[src/rtl/sfc_pkg.sv]
package sfc_pkg;
    localparam int ADDR_W = 12;
    localparam int CNT_W  = 8;
    localparam int OP_W   = 6;

    localparam logic [OP_W-1:0] OP_NOP   = 6'h21;
    localparam logic [OP_W-1:0] OP_END   = 6'h22;
    localparam logic [OP_W-1:0] OP_CALL  = 6'h24;
    localparam logic [OP_W-1:0] OP_CALLC = 6'h25;
    localparam logic [OP_W-1:0] OP_CALLU = 6'h26;
    localparam logic [OP_W-1:0] OP_IFU   = 6'h27;
    localparam logic [OP_W-1:0] OP_IFC   = 6'h28;
    localparam logic [OP_W-1:0] OP_LOOP  = 6'h29;
    localparam logic [OP_W-1:0] OP_JMPC  = 6'h2C;
    localparam logic [OP_W-1:0] OP_JMPU  = 6'h2D;

    typedef enum logic [1:0] {ST_IDLE, ST_RUN, ST_FINISHED} state_e;

    typedef struct packed {
        logic [ADDR_W-1:0] end_addr;
        logic [ADDR_W-1:0] ret_addr;
        logic [CNT_W-1:0]  repeat_cnt;
        logic [CNT_W-1:0]  incr;
        logic [ADDR_W-1:0] body_start;
    } frame_t;
endpackage

[src/rtl/sfc_cond.sv]
module sfc_cond (
    input  logic       ref_x,
    input  logic       ref_y,
    input  logic [1:0] combine,
    input  logic       flag_x,
    input  logic       flag_y,
    output logic       taken
);
    logic x_ok, y_ok;
    assign x_ok = (ref_x == flag_x);
    assign y_ok = (ref_y == flag_y);

    always_comb begin
        unique case (combine)
            2'd0: taken = x_ok | y_ok;
            2'd1: taken = x_ok & y_ok;
            2'd2: taken = x_ok;
            default: taken = y_ok;
        endcase
    end
endmodule

[src/rtl/sfc_stack.sv]
module sfc_stack
    import sfc_pkg::*;
#(
    parameter int DEPTH = 4,
    localparam int SP_W  = $clog2(DEPTH + 1),
    localparam int IDX_W = (DEPTH > 1) ? $clog2(DEPTH) : 1
) (
    input  logic            clk,
    input  logic            rst_n,
    input  logic            clear,
    input  logic            push,
    input  frame_t          push_frame,
    input  logic            pop,
    input  logic            dec,
    output frame_t          top,
    output logic            empty,
    output logic            full,
    output logic [SP_W-1:0] level
);
    frame_t           frames_q [DEPTH];
    logic [SP_W-1:0]  sp_q;
    logic [IDX_W-1:0] top_idx;
    logic [IDX_W-1:0] wr_idx;

    assign empty   = (sp_q == '0);
    assign full    = (sp_q == SP_W'(DEPTH));
    assign level   = sp_q;
    assign top_idx = IDX_W'(sp_q - 1'b1);
    assign wr_idx  = IDX_W'(sp_q);
    assign top     = frames_q[top_idx];

    always_ff @(posedge clk or negedge rst_n) begin
        if (!rst_n)
            sp_q <= '0;
        else if (clear)
            sp_q <= '0;
        else if (push && !full)
            sp_q <= sp_q + 1'b1;
        else if (pop && !empty)
            sp_q <= sp_q - 1'b1;
    end

    always_ff @(posedge clk) begin
        if (!clear && push && !full)
            frames_q[wr_idx] <= push_frame;
        else if (!clear && dec && !empty)
            frames_q[top_idx].repeat_cnt <= frames_q[top_idx].repeat_cnt - 1'b1;
    end

    assert_full_push_dropped_R10: assert property (@(posedge clk) disable iff (!rst_n)
        (push && full && !clear) |=> (sp_q == $past(sp_q)));
    assert_single_pop_R11: assert property (@(posedge clk) disable iff (!rst_n)
        (pop && !clear && !empty) |=> (sp_q == $past(sp_q) - 1'b1));
endmodule

[src/rtl/sfc_seq.sv]
module sfc_seq
    import sfc_pkg::*;
#(
    parameter int STACK_DEPTH = 4,
    parameter int N_INT       = 4,
    localparam int BOOL_N     = 16,
    localparam int INT_SLOT   = 3 * CNT_W,
    localparam int SP_W       = $clog2(STACK_DEPTH + 1)
) (
    input  logic                      clk,
    input  logic                      rst_n,
    input  logic                      start,
    input  logic [ADDR_W-1:0]         entry_pc,
    input  logic [31:0]               instr,
    input  logic [BOOL_N-1:0]         bool_unif,
    input  logic [N_INT*INT_SLOT-1:0] int_unif,
    input  logic                      cond_x,
    input  logic                      cond_y,
    output logic [ADDR_W-1:0]         pc,
    output logic [CNT_W-1:0]          loop_reg,
    output logic                      busy,
    output logic                      done,
    output logic                      overflow
);
    state_e             state_q, state_d;
    logic [ADDR_W-1:0]  pc_q, pc_d;
    logic [CNT_W-1:0]   loop_q, loop_d;
    logic               ovf_q, ovf_d;

    logic [OP_W-1:0]    opcode;
    logic [ADDR_W-1:0]  dest, dest_end, pc_inc;
    logic [CNT_W-1:0]   count;
    logic [3:0]         bool_idx;
    logic [1:0]         int_idx;
    logic [INT_SLOT-1:0] int_sel;
    logic               flag_ok, unif_ok;

    frame_t             top, push_frame;
    logic               empty, full, push, pop, dec, clear;
    logic [SP_W-1:0]    level;
    logic               resolve, exec, launch;

    assign opcode   = instr[31:26];
    assign dest     = instr[21:10];
    assign count    = instr[7:0];
    assign bool_idx = instr[25:22];
    assign int_idx  = instr[23:22];
    assign int_sel  = int_unif[int_idx*INT_SLOT +: INT_SLOT];
    assign dest_end = dest + ADDR_W'(count);
    assign pc_inc   = pc_q + 1'b1;
    assign unif_ok  = bool_unif[bool_idx];

    sfc_cond u_cond (
        .ref_x  (instr[25]),
        .ref_y  (instr[24]),
        .combine(instr[23:22]),
        .flag_x (cond_x),
        .flag_y (cond_y),
        .taken  (flag_ok)
    );

    sfc_stack #(.DEPTH(STACK_DEPTH)) u_stack (
        .clk       (clk),
        .rst_n     (rst_n),
        .clear     (clear),
        .push      (push),
        .push_frame(push_frame),
        .pop       (pop),
        .dec       (dec),
        .top       (top),
        .empty     (empty),
        .full      (full),
        .level     (level)
    );

    assign launch  = start && (state_q != ST_RUN);
    assign resolve = (state_q == ST_RUN) && !empty && (pc_q == top.end_addr);
    assign exec    = (state_q == ST_RUN) && !resolve;

    // Next-state and datapath decisions
    always_comb begin
        state_d    = state_q;
        pc_d       = pc_q;
        loop_d     = loop_q;
        ovf_d      = ovf_q;
        push       = 1'b0;
        pop        = 1'b0;
        dec        = 1'b0;
        clear      = 1'b0;
        push_frame = '{end_addr: dest_end, ret_addr: pc_inc, repeat_cnt: '0,
                       incr: '0, body_start: dest};
        unique case (state_q)
            ST_IDLE, ST_FINISHED: begin
                if (launch) begin
                    state_d = ST_RUN;
                    pc_d    = entry_pc;
                    loop_d  = '0;
                    ovf_d   = 1'b0;
                    clear   = 1'b1;
                end
            end
            ST_RUN: begin
                if (resolve) begin
                    loop_d = loop_q + top.incr;
                    if (top.repeat_cnt == '0) begin
                        pop  = 1'b1;
                        pc_d = top.ret_addr;
                    end else begin
                        dec  = 1'b1;
                        pc_d = top.body_start;
                    end
                end else begin
                    pc_d = pc_inc;
                    if (opcode == OP_END) begin
                        state_d = ST_FINISHED;
                        pc_d    = pc_q;
                    end else if (opcode == OP_CALL ||
                                 (opcode == OP_CALLC && flag_ok) ||
                                 (opcode == OP_CALLU && unif_ok)) begin
                        push = 1'b1;
                        pc_d = dest;
                    end else if (opcode == OP_IFU || opcode == OP_IFC) begin
                        push = 1'b1;
                        push_frame.ret_addr = dest_end;
                        if ((opcode == OP_IFU) ? unif_ok : flag_ok) begin
                            push_frame.end_addr   = dest;
                            push_frame.body_start = pc_inc;
                        end else begin
                            pc_d = dest;
                        end
                    end else if (opcode == OP_LOOP) begin
                        push   = 1'b1;
                        loop_d = int_sel[2*CNT_W-1:CNT_W];
                        push_frame = '{end_addr: dest + 1'b1, ret_addr: dest + 1'b1,
                                       repeat_cnt: int_sel[CNT_W-1:0],
                                       incr: int_sel[3*CNT_W-1:2*CNT_W],
                                       body_start: pc_inc};
                    end else if ((opcode == OP_JMPC && flag_ok) ||
                                 (opcode == OP_JMPU && unif_ok)) begin
                        pc_d = dest;
                    end
                    if (push && full)
                        ovf_d = 1'b1;
                end
            end
            default: state_d = ST_IDLE;
        endcase
    end

    // State register
    always_ff @(posedge clk or negedge rst_n) begin
        if (!rst_n) begin
            state_q <= ST_IDLE;
            pc_q    <= '0;
            loop_q  <= '0;
            ovf_q   <= 1'b0;
        end else begin
            state_q <= state_d;
            pc_q    <= pc_d;
            loop_q  <= loop_d;
            ovf_q   <= ovf_d;
        end
    end

    // Outputs
    always_comb begin
        pc       = pc_q;
        loop_reg = loop_q;
        busy     = (state_q == ST_RUN);
        done     = (state_q == ST_FINISHED);
        overflow = ovf_q;
    end

    assert_launch_clears_R1: assert property (@(posedge clk) disable iff (!rst_n)
        launch |=> (busy && pc == $past(entry_pc) && loop_reg == '0 && !overflow));
    assert_unwind_step_R3: assert property (@(posedge clk) disable iff (!rst_n)
        resolve |=> (loop_reg == CNT_W'($past(loop_q) + $past(top.incr))));
    assert_unwind_return_R4: assert property (@(posedge clk) disable iff (!rst_n)
        (resolve && top.repeat_cnt == '0) |=> (pc == $past(top.ret_addr)));
    assert_jump_keeps_stack_R8: assert property (@(posedge clk) disable iff (!rst_n)
        (exec && (opcode == OP_JMPC || opcode == OP_JMPU)) |=> $stable(level));
    assert_end_halts_R9: assert property (@(posedge clk) disable iff (!rst_n)
        (exec && opcode == OP_END) |=> (done && !busy && $stable(pc)));
    assert_overflow_sticky_R10: assert property (@(posedge clk) disable iff (!rst_n)
        (overflow && !launch) |=> overflow);
endmodule

[config.mk]
export PLATFORM = sky130hd
export DESIGN_NAME = sfc_seq
export DESIGN_NICKNAME = d
export VERILOG_FILES = /design/src/rtl/sfc_pkg.sv /design/src/rtl/sfc_cond.sv /design/src/rtl/sfc_stack.sv /design/src/rtl/sfc_seq.sv
export SDC_FILE = /design/constraint.sdc
export NUM_CORES = 1
export LEC_CHECK = 0
export ABC_AREA = 1
export BUFFER_PORTS_ARGS = -buffer_cell sky130_fd_sc_hd__buf_2
export CAP_MARGIN = 20
export CORE_MARGIN = 3
export CORE_UTILIZATION = 40
export DETAILED_ROUTE_END_ITERATION = 12
export PLACE_DENSITY = 0.69
export RECOVER_POWER = 25
export SLEW_MARGIN = 20
export SYNTH_ARGS = -nofsm -noshare
export SYNTH_HDL_FRONTEND = slang
export SYNTH_SLANG_ARGS = --single-unit
[constraint.sdc]
create_clock -name clk -period 5.4 [get_ports clk]
set_clock_uncertainty 0.05 [all_clocks]
set_input_delay 1.08 -clock clk [delete_from_list [all_inputs] [get_ports clk]]
set_output_delay 1.08 -clock clk [all_outputs]
set_load 0.01 [all_outputs]
==> results of run 1 <==
==> final cells by class <==
class                   instances  area (sq um)  area share [%]
clock buffers                  29         640.6           4.038
well taps                     448         560.5           3.533
repair buffers                201          1071           6.751
diodes                          1         2.502         0.01577
clock inverters                17         171.4           1.080
multi-input cells            1241          6121           38.58
flip-flops and latches        234          6900           43.49
inverters                     104         397.9           2.508
==> critical path, cell delays in order (launching register included) <==
cell	delay, ps
dfrtp_4	500
inv_6	260
ha_2	270
buf_4	620
nand3_1	230
nand2_1	110
nand2_1	100
nand2_1	80
nor2_1	40
nand2_1	150
nor2_8	70
nand2_1	240
nand2_4	160
nor2_2	410
nand2_1	590
a21oi_1	570
==> layout by cell type (no fill, tap or decap), types with 39 or more instances in the layout <==
cell type	Yosys	final
inv_1	96	98
nor2_1	174	172
o22ai_1	39	39
nand3_1	169	169
edfxtp_1	208	208
a21oi_1	55	55
nand2_1	499	505
o21ai_0	104	109
buf_2	17	158
==> power groups by stage <==
stage / combinational (W) / clock [W] / sequential, W
global route: 0.00431 / 0.00180 / 0.00245
floorplan: 0.00284 / 0 / 0.00241
finish: 0.00386 / 0.00170 / 0.00244
detailed placement: 0.00386 / 0 / 0.00246
CTS: 0.00388 / 0.00172 / 0.00242
global placement: 0.00376 / 0 / 0.00246
==> final timing paths <==
path                                  startpoint  cells after the start                      end  slack [ps]
worst min register to register       loop_reg[7]                      2              loop_reg[7]         490
max in group asynchronous                  rst_n                      1         u_stack.level[0]        3190
worst max-delay path            u_stack.level[0]                     15  u_stack.frames_q[2][33]         650
worst min-delay path                 loop_reg[7]                      2              loop_reg[7]         490
min in group asynchronous                  rst_n                      1              loop_reg[4]         920
worst max register to register  u_stack.level[0]                     15  u_stack.frames_q[2][33]         650
==> logic make-up (layout without fill, tap and decap cells) <==
family | after synthesis | after routing | share of synthesized area [%]
buffers and inverters | 184 | 351 | 6.053
DFF | 234 | 234 | 49.72
other | 0 | 1 | 0
adders and majority gates | 24 | 24 | 2.273
xor gates and xnor gates | 36 | 36 | 2.273
and+or+nand+nor | 912 | 912 | 27.96
AOI/OAI and AO/OA | 269 | 269 | 11.72
==> layer usage <==
layer | up-vias | routed length (um) | share of wire, % | GRT usage [%]
met3 | 113 | 3698 | 8.6 | 3.231
met2 | 641 | 20000 | 47 | 37.12
met4 | 0 | 1439 | 3.3 | 8.294
met1 | 5901 | 17840 | 42 | 31.52
li1 | 6013 | - | - | -
met5 | - | 0 | 0 | 0
==> per-stage QoR <==
stage	hold WS, ps	setup WS (ps)
after global routing	503.6	263.1
after floorplan	445.9	137.5
final	487.5	645.3
after detailed placement	468.0	692.7
after CTS	482.2	671.7
after global placement	441.6	795.3
==> flow_summary.json, run 1 <==
{
  "dieArea_sq_um": 36950,
  "synth_edf_count": 208,
  "async_flop_share_pct": 11.11,
  "htreeDepth": 1,
  "ys_seq_area_share_pct": 49.72,
  "tns_ps": 0,
  "path_max_fanout": 63,
  "antenna_found_initial": 1,
  "finalPower_w": 0.008001,
  "p_int_w": 0.004445,
  "grt_max_degree": 70,
  "port_buffers": 181,
  "hold_violations": 0,
  "cts_buffer_depth": 3,
  "yosysWarnings": 0,
  "cts_made_buffers": 25,
  "cts_tree": "done",
  "yosys.cell_types.count": 51,
  "cp-start-kind": "flip-flop",
  "netlist_top_cells_count": "nand2_1, edfxtp_1, nor2_1",
  "hold_buffers": 0,
  "avgSynthCellArea_sq_um": 8.361,
  "placed_area_sq_um": 15130,
  "critical_path_class": "flip-flop to flip-flop",
  "switchingPower_w": 0.003556,
  "row_count": 67,
  "fin_area_sq_um": 15870,
  "synth_cells": 1659,
  "run_status": "finished, violations left",
  "synthFlopType": "edfxtp_1",
  "initialDrtViolationCount": 1337,
  "wl_per_cell_um": 18.89,
  "min_period_over_period_pct": 88.05,
  "clock-sinks": 234,
  "chipWidth_um": 192.2,
  "p_clk_share_pct": 21.2,
  "p_leak_nw": 6.832,
  "placed_cells_incl_taps": 2228,
  "swShare_pct": 44.44,
  "fmax_mhz": 210.3,
  "routed_wl_um": 42980,
  "worst_hold_path_type": "flip-flop to flip-flop",
  "synth_area_leaders": "edfxtp_1, nand2_1, nand3_1",
  "grt_pass1_wl_um": 66360,
  "fin_nets": 1992,
  "start_util_pct": 40.96,
  "firstDrtPassIters": 5,
  "io_pins": 184,
  "drc": 0,
  "die-height_um": 192.2,
  "cap_violations": 2,
  "synth.largest_area_cell": "edfxtp_1",
  "syn_area_sq_um": 13870,
  "comb_power_share_pct": 48.3,
  "seq_power_share_pct": 30.5,
  "track_usage_pct": 22.95,
  "min_period_ps": 4755,
  "ctsResizeCount": 0,
  "ant_nets": 0,
  "synth_nets": 1844,
  "slew_viol_final": 66,
  "rsz0062_at_grt": "false",
  "cts_root_buffer": "clkbuf_16",
  "clk_latency_ps": 540,
  "setup_viol": 0,
  "core-area_sq_um": 33870,
  "critPathRequiredTime_ps": 5630,
  "utilization_pct": 46.85,
  "synth.top_cell.area_share_pct": 45.03,
  "cp-end-kind": "flip-flop",
  "synth_most_common_cell": "nand2_1",
  "syn_to_final_growth_pct": 14.38,
  "post-dp-hpwl_um": 30590,
  "p_per_area_nw_per_um2": 504.3,
  "dr_total_vias": 12670,
  "clkTransAtPathRegs_ps": 60,
  "violations": "capacitance limit, slew limit",
  "fillCellCount": 3298,
  "ir_drop_v": 0.0003500,
  "cts_setup_buffers": 0,
  "largest_reg_flops": 208,
  "maxSlewHeadroom_pct": -41.13,
  "crit_arrival_ps": 4980,
  "worst_slew_pin_slew_ps": 2117,
  "finalNonFillerCells": 2275,
  "via_per_inst": 5.568,
  "ys_ff_latch": 234,
  "grt_pass1_vias": 11970,
  "gr-total-overflow": 0,
  "drive_above_1_share_pct": 12.98,
  "globalplace.congestion": 0.9522
}
No activity file was read; power rests on OpenSTA's default activity.
==> inputs of run 2 (changes only) <==
==> constraint.sdc (replaced) <==
create_clock -name clk -period 5.4 [get_ports clk]
set_clock_uncertainty 0.05 [all_clocks]
set_input_delay 0.54 -clock clk [delete_from_list [all_inputs] [get_ports clk]]
set_output_delay 0.54 -clock clk [all_outputs]
set_load 0.1 [all_outputs]
==> run 2 against run 1 <==
The flow still finishes with violations (capacitance limit, slew limit); flip-flop and latch count unchanged; design area up 0.25%; via count down 0.24%; combinational power up 16%; hold slack worse by 140 ps; power up 7.9%; sequential power about the same; non-clock buffer count up 4.
==> flow_summary.json, run 2 (same netlist as run 1, synthesis figures left out) <==
{
  "run_status": "finished, violations left",
  "violations": "capacitance limit, slew limit",
  "ant_nets": 0,
  "dp_slack_ps": 1040,
  "seq_power_share_pct": 28.2,
  "worst_hold_path_type": "input port to flip-flop",
  "track_usage_pct": 22.85,
  "fin_area_sq_um": 15910,
  "io_pins": 184,
  "initialDrtViolationCount": 1507,
  "htreeDepth": 1,
  "drive_above_1_share_pct": 13.28,
  "mostFrequentLayoutCells": "nand2_1, edfxtp_1, nor2_1",
  "worst_slack_ps": 583.7,
  "critPathRequiredTime_ps": 5620,
  "r2r-start": "u_stack.level[0]",
  "largest_reg_flops": 208,
  "crit_start": "u_stack.level[0]",
  "fmax_mhz": 207.6,
  "antenna_cells": 0,
  "via_per_inst": 5.548,
  "dieArea_sq_um": 36950,
  "cp-end-kind": "flip-flop",
  "min_period_ps": 4816,
  "r2r-end": "u_stack.frames_q[0][47]",
  "port_buffers": 181,
  "post-dp-hpwl_um": 30650,
  "cts_root_buffer": "clkbuf_16",
  "ctsResizeCount": 0,
  "p_clk_share_pct": 20.1,
  "final_common_cell": "nand2_1",
  "cts_tree": "done",
  "cts_setup_buffers": 0,
  "gr-total-overflow": 0,
  "p_per_area_nw_per_um2": 542.6,
  "tns_ps": 0,
  "critPathMaxStageDelay_ps": 720,
  "hold_buffers": 1,
  "p_int_w": 0.004485,
  "path_max_fanout": 38,
  "cap_violations": 1,
  "cpMostUsedCell": "nand2_1",
  "firstDrtPassIters": 6,
  "switchingPower_w": 0.004144,
  "start_util_pct": 40.96,
  "critical_path_class": "flip-flop to flip-flop",
  "rsz0062_at_grt": "false",
  "worst_slew_pin_slew_ps": 1626,
  "row_count": 67,
  "globalplace.congestion": 0.9767,
  "syn_to_final_growth_pct": 14.67,
  "swShare_pct": 48.02,
  "dr_total_vias": 12640,
  "met3_usage_pct": 2.610,
  "setup_viol": 0,
  "clkTransAtPathRegs_ps": 60,
  "slowest_stage": "clkbuf_2",
  "wl_per_cell_um": 18.90,
  "cts_made_buffers": 25,
  "chipWidth_um": 192.2,
  "placed_area_sq_um": 15150,
  "grtUsageMet2_pct": 37.20,
  "grt_max_degree": 70,
  "fin_nets": 1996,
  "drc": 0,
  "grtUsageMet1_pct": 32.35,
  "clk_latency_ps": 550,
  "slew_viol_final": 27,
  "fillCellCount": 3244,
  "hold_start": "entry_pc[4]",
  "cp-start-kind": "flip-flop",
  "die-height_um": 192.2,
  "grt_pass1_wl_um": 66340,
  "clock-sinks": 234,
  "routed_wl_um": 43050,
  "r2r_slack_ps": 580,
  "rr_worst_depth": 13,
  "grt.busiest_layer": "met2",
  "ir_drop_v": 0.0005539,
  "p_leak_nw": 6.847,
  "comb_power_share_pct": 51.7,
  "cts_buffer_depth": 3,
  "crit_path_end": "u_stack.frames_q[0][47]",
  "min_period_over_period_pct": 89.19,
  "crit_arrival_ps": 5040,
  "grt_pass1_vias": 11840,
  "maxSlewHeadroom_pct": -8.398,
  "crit_chain": "inv_6, ha_2, inv_4, clkbuf_1, nand3_1, nand2_1, nand2_1, nor2_4, nand4_4, nand3_2, clkbuf_2, nand2_1, a21oi_1",
  "core-area_sq_um": 33870,
  "antenna_found_initial": 1,
  "hold_violations": 0
}
run 2: power groups by stage:
stage	clock, W	sequential, W	combinational [W]
3_5_place_dp	0	0.00246	0.00444
2_1_floorplan	0	0.00293	0.00287
3_3_place_gp	0	0.00246	0.00437
6_report	0.00174	0.00243	0.00446
5_1_grt	0.00183	0.00245	0.00488
4_1_cts	0.00176	0.00242	0.00447
run 2: layer usage:
layer | up-vias | part of all wire (%) | routed length (um)
met2 | 600 | 47 | 20050
met3 | 77 | 8.2 | 3547
met4 | 0 | 2.5 | 1079
li1 | 6019 | - | -
met1 | 5942 | 43 | 18370
met5 | - | 0 | 0
run 2: worst min-delay path by stage:
stage | end | slack (ps) | cells past startpoint
after floorplan | loop_reg[0] | 190 | 0
after global placement | loop_reg[0] | 460 | 2
after detailed placement | loop_reg[7] | 460 | 2
after CTS | pc[4] | 320 | 5
after global routing | pc[0] | 380 | 5
final | pc[4] | 340 | 5
run 2: final cells by class:
class                   instances  area (sq um)  area share (%)
well taps                     448         560.5           3.524
repair buffers                205          1102           6.930
inverters                     104         397.9           2.502
multi-input cells            1241          6125           38.51
clock buffers                  34         669.4           4.209
clock inverters                12         150.1          0.9440
flip-flops and latches        234          6900           43.38
run 2: worst max-delay path, delay by kind of cell (launching register included):
kind / cells / cell delay, ps
AO/OA/AOI/OAI: 1 / 460
adder cells (fa/ha/maj): 1 / 360
buffers and inverters: 4 / 1890
flip-flops: 1 / 500
AND/OR/NAND/NOR: 7 / 1230
run 2: through the flow:
step	power [W]	hold WS, ps	utilization (%)	std cells
floorplan	0.005798	194.4	-	1659
global placement	0.006832	462.7	44.75	2231
detailed placement	0.006897	464.7	44.75	2231
CTS	0.008655	323.9	47.20	2278
global route	0.009165	378.8	46.96	2278
finish	0.008630	345.0	46.96	2278
